### config.mk
export PLATFORM = sky130hd
export DESIGN_NAME = irq_accept_seq
export DESIGN_NICKNAME = d
export VERILOG_FILES = /design/src/rtl/irq_seq_pkg.sv /design/src/rtl/irq_arbiter.sv /design/src/rtl/irq_seq_timer.sv /design/src/rtl/irq_accept_seq.sv
export SDC_FILE = /design/constraint.sdc
export NUM_CORES = 1
export LEC_CHECK = 0
export BUFFER_PORTS_ARGS = -buffer_cell sky130_fd_sc_hd__buf_2
export CAP_MARGIN = 20
export CORE_ASPECT_RATIO = 0.6
export CORE_UTILIZATION = 50
export DETAILED_ROUTE_END_ITERATION = 10
export GPL_TIMING_DRIVEN = 1
export PLACE_DENSITY = 0.82
export SYNTH_ARGS = -nofsm -noshare
export SYNTH_HDL_FRONTEND = slang
export SYNTH_HIERARCHICAL = 1
export SYNTH_SLANG_ARGS = --single-unit
### constraint.sdc
create_clock -name clk -period 13.2 [get_ports clk]
set_input_delay 1.32 -clock clk [delete_from_list [all_inputs] [get_ports clk]]
set_output_delay 1.32 -clock clk [all_outputs]
set_load 0.01 [all_outputs]
### src/rtl/irq_seq_pkg.sv
package irq_seq_pkg;

    localparam int NUM_SPEC  = 8;
    localparam int PRIO_W    = 3;
    localparam int MIDX_W    = 6;

    typedef logic [PRIO_W-1:0] prio_t;
    localparam prio_t PRIO_TOP = prio_t'(7);

    // Bit index in spec_req equals arbitration rank and source ID
    typedef enum logic [2:0] {
        SRC_NMI    = 3'd0,
        SRC_WDOG   = 3'd1,
        SRC_CLKSTP = 3'd2,
        SRC_DROOP  = 3'd3,
        SRC_DBG    = 3'd4,
        SRC_STEP   = 3'd5,
        SRC_AMATCH = 3'd6,
        SRC_TRAP   = 3'd7
    } spec_src_e;

    typedef enum logic [1:0] {
        CLS_LOAD  = 2'd0,
        CLS_FORCE = 2'd1,
        CLS_KEEP  = 2'd2
    } ipl_cls_e;

    typedef struct packed {
        logic              hit;
        logic              is_mask;
        spec_src_e         spec;
        logic [MIDX_W-1:0] midx;
        prio_t             prio;
    } arb_win_t;

    function automatic int src_penalty(input spec_src_e s);
        case (s)
            SRC_DBG:              return 2;
            SRC_STEP, SRC_AMATCH: return 1;
            default:              return 0;
        endcase
    endfunction

    function automatic ipl_cls_e win_class(input arb_win_t w);
        if (w.is_mask)
            return CLS_LOAD;
        else if (w.spec inside {SRC_NMI, SRC_WDOG, SRC_CLKSTP, SRC_DROOP})
            return CLS_FORCE;
        else
            return CLS_KEEP;
    endfunction

    function automatic int entry_len(input int base, input logic vodd,
                                     input logic sodd, input arb_win_t w);
        int n;
        n = base + int'(vodd) + int'(sodd);
        if (!w.is_mask)
            n = n + src_penalty(w.spec);
        return n;
    endfunction

endpackage

### src/rtl/irq_arbiter.sv
module irq_arbiter
    import irq_seq_pkg::*;
#(
    parameter int NUM_MASK = 8
) (
    input  logic [NUM_SPEC-1:0]        spec_req,
    input  logic [NUM_MASK-1:0]        mask_req,
    input  logic [NUM_MASK*PRIO_W-1:0] mask_prio,
    input  logic                       gie,
    input  prio_t                      cur_ipl,
    output arb_win_t                   win
);

    logic [NUM_MASK-1:0] elig;

    generate
        for (genvar g = 0; g < NUM_MASK; g++) begin : g_elig
            assign elig[g] = mask_req[g] && gie &&
                             (mask_prio[g*PRIO_W +: PRIO_W] > cur_ipl);
        end
    endgenerate

    always_comb begin
        logic  m_found;
        prio_t m_best;
        logic [MIDX_W-1:0] m_idx;
        m_found = 1'b0;
        m_best  = '0;
        m_idx   = '0;
        // descending scan with >= leaves the lowest index on a tie
        for (int i = NUM_MASK - 1; i >= 0; i--) begin
            if (elig[i] && (!m_found || mask_prio[i*PRIO_W +: PRIO_W] >= m_best)) begin
                m_found = 1'b1;
                m_best  = mask_prio[i*PRIO_W +: PRIO_W];
                m_idx   = MIDX_W'(i);
            end
        end

        win = '0;
        if (|spec_req) begin
            win.hit = 1'b1;
            for (int s = NUM_SPEC - 1; s >= 0; s--) begin
                if (spec_req[s])
                    win.spec = spec_src_e'(s);
            end
        end else if (m_found) begin
            win.hit     = 1'b1;
            win.is_mask = 1'b1;
            win.midx    = m_idx;
            win.prio    = m_best;
        end
    end

endmodule

### src/rtl/irq_seq_timer.sv
module irq_seq_timer #(
    parameter int CNT_W = 5
) (
    input  logic             clk,
    input  logic             rst,
    input  logic             load,
    input  logic [CNT_W-1:0] load_val,
    output logic             busy,
    output logic             last
);

    logic [CNT_W-1:0] remain;

    always_ff @(posedge clk) begin
        if (rst)
            remain <= '0;
        else if (load)
            remain <= load_val;
        else if (remain != '0)
            remain <= remain - 1'b1;
    end

    assign busy = (remain != '0);
    assign last = (remain == CNT_W'(1));

    // the start pulse closes the sequence unless a fresh load arrives
    p_last_ends_r9: assert property (@(posedge clk) disable iff (rst)
        last && !load |=> !busy);

    // no load can land while a sequence is running
    p_no_reload_r10: assert property (@(posedge clk) disable iff (rst)
        busy && !last |=> remain == $past(remain) - 1'b1);

endmodule

### src/rtl/irq_accept_seq.sv
module irq_accept_seq
    import irq_seq_pkg::*;
#(
    parameter  int NUM_MASK = 8,
    parameter  int BASE_CYC = 18,
    localparam int ID_W     = $clog2(NUM_SPEC + NUM_MASK)
) (
    input  logic                       clk,
    input  logic                       rst,
    input  logic                       insn_done,
    input  logic                       gie,
    input  logic [NUM_SPEC-1:0]        spec_req,
    input  logic [NUM_MASK-1:0]        mask_req,
    input  logic [NUM_MASK*PRIO_W-1:0] mask_prio,
    input  logic                       vec_odd,
    input  logic                       sp_odd,
    output logic                       busy,
    output logic                       ack,
    output logic [ID_W-1:0]            ack_id,
    output logic [PRIO_W-1:0]          ipl,
    output logic                       handler_start
);

    localparam int MAX_LEN = BASE_CYC + 4;
    localparam int CNT_W   = $clog2(MAX_LEN + 1);

    arb_win_t         win;
    logic             accept;
    logic [CNT_W-1:0] seq_len;
    prio_t            ipl_q;
    logic             ack_q;
    logic [ID_W-1:0]  id_q;

    irq_arbiter #(.NUM_MASK(NUM_MASK)) u_arb (
        .spec_req (spec_req),
        .mask_req (mask_req),
        .mask_prio(mask_prio),
        .gie      (gie),
        .cur_ipl  (ipl_q),
        .win      (win)
    );

    assign accept  = insn_done && !busy && win.hit;
    assign seq_len = CNT_W'(entry_len(BASE_CYC, vec_odd, sp_odd, win));

    irq_seq_timer #(.CNT_W(CNT_W)) u_tmr (
        .clk     (clk),
        .rst     (rst),
        .load    (accept),
        .load_val(seq_len),
        .busy    (busy),
        .last    (handler_start)
    );

    always_ff @(posedge clk) begin
        if (rst) begin
            ipl_q <= '0;
            ack_q <= 1'b0;
            id_q  <= '0;
        end else begin
            ack_q <= accept;
            if (accept) begin
                id_q <= win.is_mask ? ID_W'(NUM_SPEC + int'(win.midx))
                                    : ID_W'(win.spec);
                case (win_class(win))
                    CLS_LOAD:  ipl_q <= win.prio;
                    CLS_FORCE: ipl_q <= PRIO_TOP;
                    default:   ipl_q <= ipl_q;
                endcase
            end
        end
    end

    assign ack    = ack_q;
    assign ack_id = id_q;
    assign ipl    = ipl_q;

    p_boundary_r1: assert property (@(posedge clk) disable iff (rst)
        ack |-> $past(insn_done) && !$past(busy));

    p_ack_opens_r2: assert property (@(posedge clk) disable iff (rst)
        $rose(busy) |-> ack);

    p_mask_raises_r4: assert property (@(posedge clk) disable iff (rst)
        ack && int'(ack_id) >= NUM_SPEC |-> ipl > $past(ipl));

    p_force_top_r5: assert property (@(posedge clk) disable iff (rst)
        ack && int'(ack_id) <= int'(SRC_DROOP) |-> ipl == PRIO_TOP);

    p_keep_level_r6: assert property (@(posedge clk) disable iff (rst)
        ack && int'(ack_id) >= int'(SRC_DBG) && int'(ack_id) < NUM_SPEC
        |-> ipl == $past(ipl));

    p_ack_pulse_r9: assert property (@(posedge clk) disable iff (rst)
        ack |=> !ack);

    p_quiet_in_seq_r10: assert property (@(posedge clk) disable iff (rst)
        busy && !handler_start |=> !ack && $stable(ipl));

    p_reset_idle_r11: assert property (@(posedge clk)
        rst |=> ipl == '0 && !busy && !ack && !handler_start);

endmodule

; After elaboration in Yosys (flattened, before gate mapping)
; Index checks and enable logic that the tools add are counted.
; Widths: inputs -> output; s select.
[totals]
ff_bits = 13
out_inout_bits = 10
inputBits = 46
word_cells = 130
[classes]
add_sub_neg = 5
reduce_logical = 49
muxes = 49
n_eq_ne = 8
n_lt_le_gt_ge = 15
[ops]
columns = operator, n
row1 = $mux 3, 25
row2 = $logic_and 1x1->1, 25
row3 = $gt 3x3->1, 8
row4 = $ge 3x3->1, 7
row5 = $mux 5, 4
row6 = $mux 1, 10
row7 = $mux 2, 5
row8 = $eq 3x3->1 const B, 3
row9 = $logic_not 1->1, 8
row10 = $reduce_or 8->1, 1
row11 = $logic_or 1x1->1, 7
row12 = $mux 7, 1
row13 = $eq 3x2->1 const B, 2
row14 = $mux 6, 1
row15 = $pmux 3 s2, 1
row16 = $add 5x1->5, 1
row17 = $add 5x1->5 const A, 1
row18 = $add 5x5->5, 1
row19 = $eq 5x1->1 const B, 1
row20 = $reduce_bool 5->1, 1
row21 = $sub 5x1->5 const B, 1
row22 = $add 4x4->4 const A, 1
row23 = $mux 4, 1
row24 = $pmux 2 s2, 1
row25 = 8 further kinds, 9

; Longest topological paths before layout
; Gate-level depths: netlist of run 1.
[depth]
ltp_word = 39
mapped_depth = 65
mapped_depth_nobuf = 63

; By module
; Netlist of run 1, hierarchy kept.
[modules_own_cells]
columns = mod, instances, area_each_um2, cells_per_inst, seq_area_each_um2
row1 = irq_arbiter, 1, 1727.9, 228, 0.0
row2 = irq_accept_seq, 1, 488.0, 50, 160.2
row3 = irq_seq_timer, 1, 330.3, 37, 100.1

; Worst setup path after synthesis of run 1
; OpenSTA, ideal clock, no wires.
[synth_path]
kind = input to register
startpoint = input port mask_prio[22]
endpoint = register id_q[0] (netlist: ack_id[0])
setup_time_ns = 0.086
path_buffers = 2
t_arrival_ns = 11.102
slack_ns = 2.013
stages = 62
required_ns = 13.114
path_cell_list = ha_1 -> nor2b_4 -> o311a_4 -> nand2_2 -> nor2_1 -> ha_1 -> o21ai_0 -> a21oi_1 -> o21a_2 -> a22o_1 -> ha_1 -> nand2b_1 -> a21o_1 -> a21o_1 -> o21a_1 -> a221oi_1 -> nor2_1 -> ha_1 -> [26 not listed] -> nand2b_1 -> a21o_1 -> a21oi_1 -> nor2_1 -> a21oi_2 -> o21ai_0 -> a21oi_1 -> nor2_1 -> ha_1 -> nand2b_1 -> a21oi_1 -> nor2b_1 -> nor2_1 -> nor2_1 -> nor3_1 -> a21boi_0 -> mux2i_1 -> a211oi_1
[synth_lines]
columns = element, line
row1 = "start, declared", irq_accept_seq.sv:14  ; input logic [NUM_MASK*PRIO_W-1:0] mask_prio,
row2 = "end signal, assigned", irq_accept_seq.sv:63  ; id_q <= win.is_mask ? ID_W'(NUM_SPEC + int'(win.midx))
row3 = "end, declared", irq_accept_seq.sv:32  ; logic [ID_W-1:0] id_q;

==> results of run 1 <==
## flip-flops by register name (all words and copies together) (netlist names)
| signal | count |
|---|---|
| ack | 1 |
| u_tmr/remain | 5 |
| ack_id | 4 |
| ipl | 3 |
## metrics by stage
| step | instances | hold WS [ns] | total power, mW | setup WS [ns] |
|---|---|---|---|---|
| 6_report | 429 | 0.4548 | 0.3913 | 0.9702 |
| 4_1_cts | 429 | 0.4612 | 0.3883 | 0.9818 |
| 3_5_place_dp | 425 | 0.4555 | 0.3506 | 0.7575 |
| 5_1_grt | 429 | 0.4933 | 0.4321 | 0.03038 |
| 3_3_place_gp | 425 | 0.4509 | 0.3383 | 1.129 |
| 2_1_floorplan | 313 | 0.4700 | 0.2810 | 2.013 |
## worst paths after layout
check | from | to | slack (ns) | depth (start not counted)
worst max-delay path | mask_prio[22] | ack_id[1]$_SDFFE_PP0P_ | 0.97 | 62
worst min-delay path | ack_id[3]$_SDFFE_PP0P_ | ack_id[3]$_SDFFE_PP0P_ | 0.45 | 2
worst max register to register | ipl[1]$_SDFFE_PP0P_ | ack_id[1]$_SDFFE_PP0P_ | 1.53 | 62
worst min register to register | ack_id[3]$_SDFFE_PP0P_ | ack_id[3]$_SDFFE_PP0P_ | 0.45 | 2
## worst max-delay path, delay by kind of cell
kind | cells | cell delay (ns)
adders and majority gates | 8 | 2.16
and+or+nand+nor | 22 | 2.94
muxes | 1 | 0.10
buffers and inverters | 1 | 0.13
AOI/OAI and AO/OA | 30 | 5.78
## power groups by stage
stage,Sequential [mW],Clock [mW],Combinational (mW)
2_1_floorplan,0.0650,0,0.216
4_1_cts,0.0606,0.0364,0.291
3_3_place_gp,0.0614,0,0.277
5_1_grt,0.0623,0.0380,0.332
3_5_place_dp,0.0614,0,0.289
6_report,0.0608,0.0362,0.294
## cell type report
class / instances / area share
multi-input combinational: 270 / 0.7377
timing repair buffer: 56 / 0.09784
sequential: 13 / 0.09004
inverter: 23 / 0.03160
tap: 63 / 0.02727
clock buffer: 4 / 0.01558
## layer usage
layer	global-route usage	up-vias	part of all wire	wire length, microns
met4	0.03077	0	0.0023	15
met3	0.03067	4	0.086	559
met1	0.4074	1114	0.52	3377
li1	-	1268	-	-
met2	0.3806	85	0.39	2552
met5	0	-	0	0
## repair_timing
action | CTS | global route
endpoints found under the setup margin | 0 | 3
setup buffers | 0 | 0
gates resized for setup | 0 | 1
## cells in the final DEF, fill, tap and decap left out, drive strengths merged, types with 3 or more instances in the layout
cell type,count
a211oi,3
nand2b,8
nor4,3
a221oi,3
o311a,4
nand2,23
dfxtp,13
buf,56
a21oi,17
or2,5
a21o,6
xnor2,3
o2111ai,3
a22oi,4
nand3,11
o21ai,14
o311ai,3
nor3,11
nor2,35
inv,22
mux2i,3
nor2b,12
o21a,7
clkbuf,4
o221a,3
ha,51
and2,5
==> flow_summary.yaml, run 1 <==
critical_path:
  max_stage_delay_ns: 0.45
  crit_required_ns: 13.37
  crit_fanout: 9
  path_class: "in -> reg"
  critPathSlowestCell: "a221oi_1"
  cp-end-kind: "flip-flop"
  crit_arrival_ns: 12.39
  cp_common_cell: "ha_1"
  start_kind: "input pin"
timing:
  period_needed_ns: 12.23
  fin_setup_tns_ns: 0
  rsz0062_at_grt: "no"
  finalHoldViolCount: 0
  fin_skew_ns: 0.003756
  clock.fmax_mhz: 81.77
  period_share: 0.9265
  finalMaxSlewViolations: 0
  relSlewSlack: 0.3312
  setup_viol: 0
  worst_slew_pin_slew_ns: 1.003
place:
  post_dp_cell_area_sq_um: 2840
  io_buffers: 55
  place.gp.congestion: 0.9307
  dp_hpwl_mm: 5.433
worst_hold_path:
  hold_class: "reg -> reg"
finish:
  regArea_sq_um: 260.3
  num_antenna_cells: 0
  multi_input_area_sq_um: 2132
  fill_cells: 420
  areaGrowthSynthToFinish_pct: 14.19
  final_util: 0.6140
  drive_above_1_share: 0.2541
  finalInstanceArea_sq_um: 2890
  final_nets: 465
cts:
  path_clk_slew_ns: 0.06
  cts_tree: "done"
  cts_hold_buf: 0
  root_buffer: "clkbuf_8"
  numClockSinks: 13
  cts_buffers: 3
  clkLatencyLatePin_ns: 0.25
  cts_max_path_buffers: 2
  htree_levels: 1
floorplan:
  top_level_ports: 56
  start_util: 0.5377
  die-area_sq_um: 5360
  fp.dieH_microns: 57.11
  num_rows: 19
  core_sq_um: 4707
  fp.dieW_microns: 93.86
routing:
  antenna_left: 0
  post_drt_wl_per_cell_microns: 15.16
  drt_first_iter_violations: 170
  drtPass1Iterations: 4
  avgViaCountPerCell: 5.760
  drc: 0
  via_count: 2471
  wl_mm: 6.505
yosys:
  synth_area_sq_um: 2531
  synth_area_per_cell_sq_um: 8.087
  ys_warn_count: 6
  synth_cells: 313
  syn_nets: 411
pwr:
  p_int_mw: 0.2064
  power_density_nw_per_um2: 135.4
  p_leak_nw: 1.315
  max-vdd-ir-drop_mv: 0.05591
  power_switching_share: 0.4725
  combPwrFrac: 0.752
  pwr-share-seq: 0.155
  power.switching_mw: 0.1849
  clkPwrFrac: 0.093
global_route:
  grt_pass1_vias: 2314
  grt_max_degree: 20
  grt_pass1_wl_mm: 10.90
  track_usage: 0.2582
  antenna_found_initial: 0
  grt_overflow: 0
outcome:
  outcome: "complete, no violations"
run:
  maxCapViolCount: 0
Note: power is estimated with default switching activity, not from simulation.
==> run 2, diff against run 1 <==
- CORE_MARGIN: default -> 1.5
- PLACE_DENSITY: 0.82 -> default
- PLACE_DENSITY_LB_ADDON: default -> 0.1
==> run 2 against run 1 <==
Net effect: sequential power barely moved; hold slack improved by 0.0028 ns; non-clock buffer count did not move; highest routed layer unchanged.
==> flow_summary.yaml, run 2 (synthesis gave the netlist of run 1 again) <==
outcome:
  outcome: "complete, no violations"
floorplan:
  fp.dieH_microns: 58.11
  fp.dieW_microns: 94.86
  top_level_ports: 56
  core_sq_um: 4707
  die-area_sq_um: 5512
  num_rows: 19
  start_util: 0.5377
finish:
  drive_above_1_share: 0.2514
  final_common_cell: "buf_2"
  largest_reg_flops: 5
  finalInstanceArea_sq_um: 2885
  fin_cells: 429
  final_nets: 465
  num_antenna_cells: 0
  areaGrowthSynthToFinish_pct: 13.99
  top_register: "u_tmr/remain"
  layout_common_cells: "buf_2 (55), ha_1 (51), nor2_1 (33)"
timing:
  finalMaxSlewViolations: 0
  clock.fmax_mhz: 80.70
  worst_slew_pin_slew_ns: 0.9643
  setup_viol: 0
  period_share: 0.9387
  rsz0062_at_grt: "no"
  relSlewSlack: 0.3572
  finalHoldViolCount: 0
  fin_skew_ns: 0.003879
  period_needed_ns: 12.39
  fin_setup_tns_ns: 0
place:
  post-place-cells: 425
  dp_hpwl_mm: 5.486
  place.gp.congestion: 0.9088
  io_buffers: 55
  post_dp_cell_area_sq_um: 2840
cts:
  cts_tree: "done"
  post_cts_buffers: 0
  numClockSinks: 13
  path_clk_slew_ns: 0.06
  root_buffer: "clkbuf_8"
  htree_levels: 1
  cts_resized: 0
  cts_buffers: 3
  cts_hold_buf: 0
  clkLatencyLatePin_ns: 0.24
  cts_max_path_buffers: 2
routing:
  drt_first_iter_violations: 146
  post_drt_wl_per_cell_microns: 15.10
  drc: 0
  via_count: 2452
  wl_mm: 6.479
  avgViaCountPerCell: 5.716
  antenna_left: 0
  drtPass1Iterations: 4
worst_hold_path:
  hold_class: "reg -> reg"
critical_path:
  path_class: "in -> reg"
  max_stage_delay_ns: 0.43
  crit_required_ns: 13.37
  worst-path-buf-inv: 1
  cp-end-kind: "flip-flop"
  cp_common_cell: "ha_1"
  crit_fanout: 9
  critPathTopFamily: "compound AO/OA/AOI/OAI gates"
  crit_arrival_ns: 12.56
  start_kind: "input pin"
  critPathSlowestCell: "nor3_1"
global_route:
  track_usage: 0.2526
  grt_max_degree: 20
  grt_pass1_wl_mm: 10.72
  grt_pass1_vias: 2184
  grt_overflow: 0
  antenna_found_initial: 0
pwr:
  max-vdd-ir-drop_mv: 0.06004
  power_density_nw_per_um2: 135.1
  p_leak_nw: 1.314
run:
  maxCapViolCount: 0
-- run 2: cell counts in the layout (fill, tap and decap cells not counted) --
Identical to the previous run, type by type.
-- run 2: worst paths after layout --
kind                          startpoint                endpoint  slack (ns)  cells after the start
setup / recovery           mask_prio[22]  ack_id[1]$_SDFFE_PP0P_        0.81                     62
hold reg to reg   ack_id[3]$_SDFFE_PP0P_  ack_id[3]$_SDFFE_PP0P_        0.46                      2
hold / removal    ack_id[3]$_SDFFE_PP0P_  ack_id[3]$_SDFFE_PP0P_        0.46                      2
setup reg to reg     ipl[1]$_SDFFE_PP0P_  ack_id[1]$_SDFFE_PP0P_        1.40                     62
-- run 2: final cells by class --
class                           count  area [sq um]
Clock buffer                        4         45.04
Fill cell                         450          1822
Inverter                           23         91.34
Multi-Input combinational cell    270          2127
Sequential cell                    13         260.3
Tap cell                           63         78.83
Timing Repair Buffer               56         282.8
-- run 2: power breakdown --
part	internal (mW)	switching, mW
Combinational	0.134	0.159
Clock	0.0213	0.0144
Sequential	0.0513	0.00963
Total	0.206	0.183
-- run 2: worst min-delay path, cell delays in order (launching register included) --
cell     delay (ns)
dfxtp_1        0.31
nand2_1        0.05
a21oi_1        0.05
-- run 2: through the flow --
stage | utilization | hold WS (ns) | setup WS, ns | power, mW
after floorplan | - | 0.4700 | 2.013 | 0.2810
after global placement | 0.6034 | 0.4488 | 1.024 | 0.3451
after detailed placement | 0.6034 | 0.4530 | 0.7436 | 0.3517
after CTS | 0.6130 | 0.4588 | 0.9567 | 0.3898
after global routing | 0.6130 | 0.4935 | 0.02402 | 0.4349
final | 0.6130 | 0.4576 | 0.8087 | 0.3897
-- run 2: routing by layer --
layer  global-route usage  vias up  part of all wire
met5                    0        -                 0
met4              0.03412        0            0.0051
li1                     -     1266                 -
met3              0.03937        5             0.072
met2               0.3469       82              0.38
met1               0.4101     1099              0.54
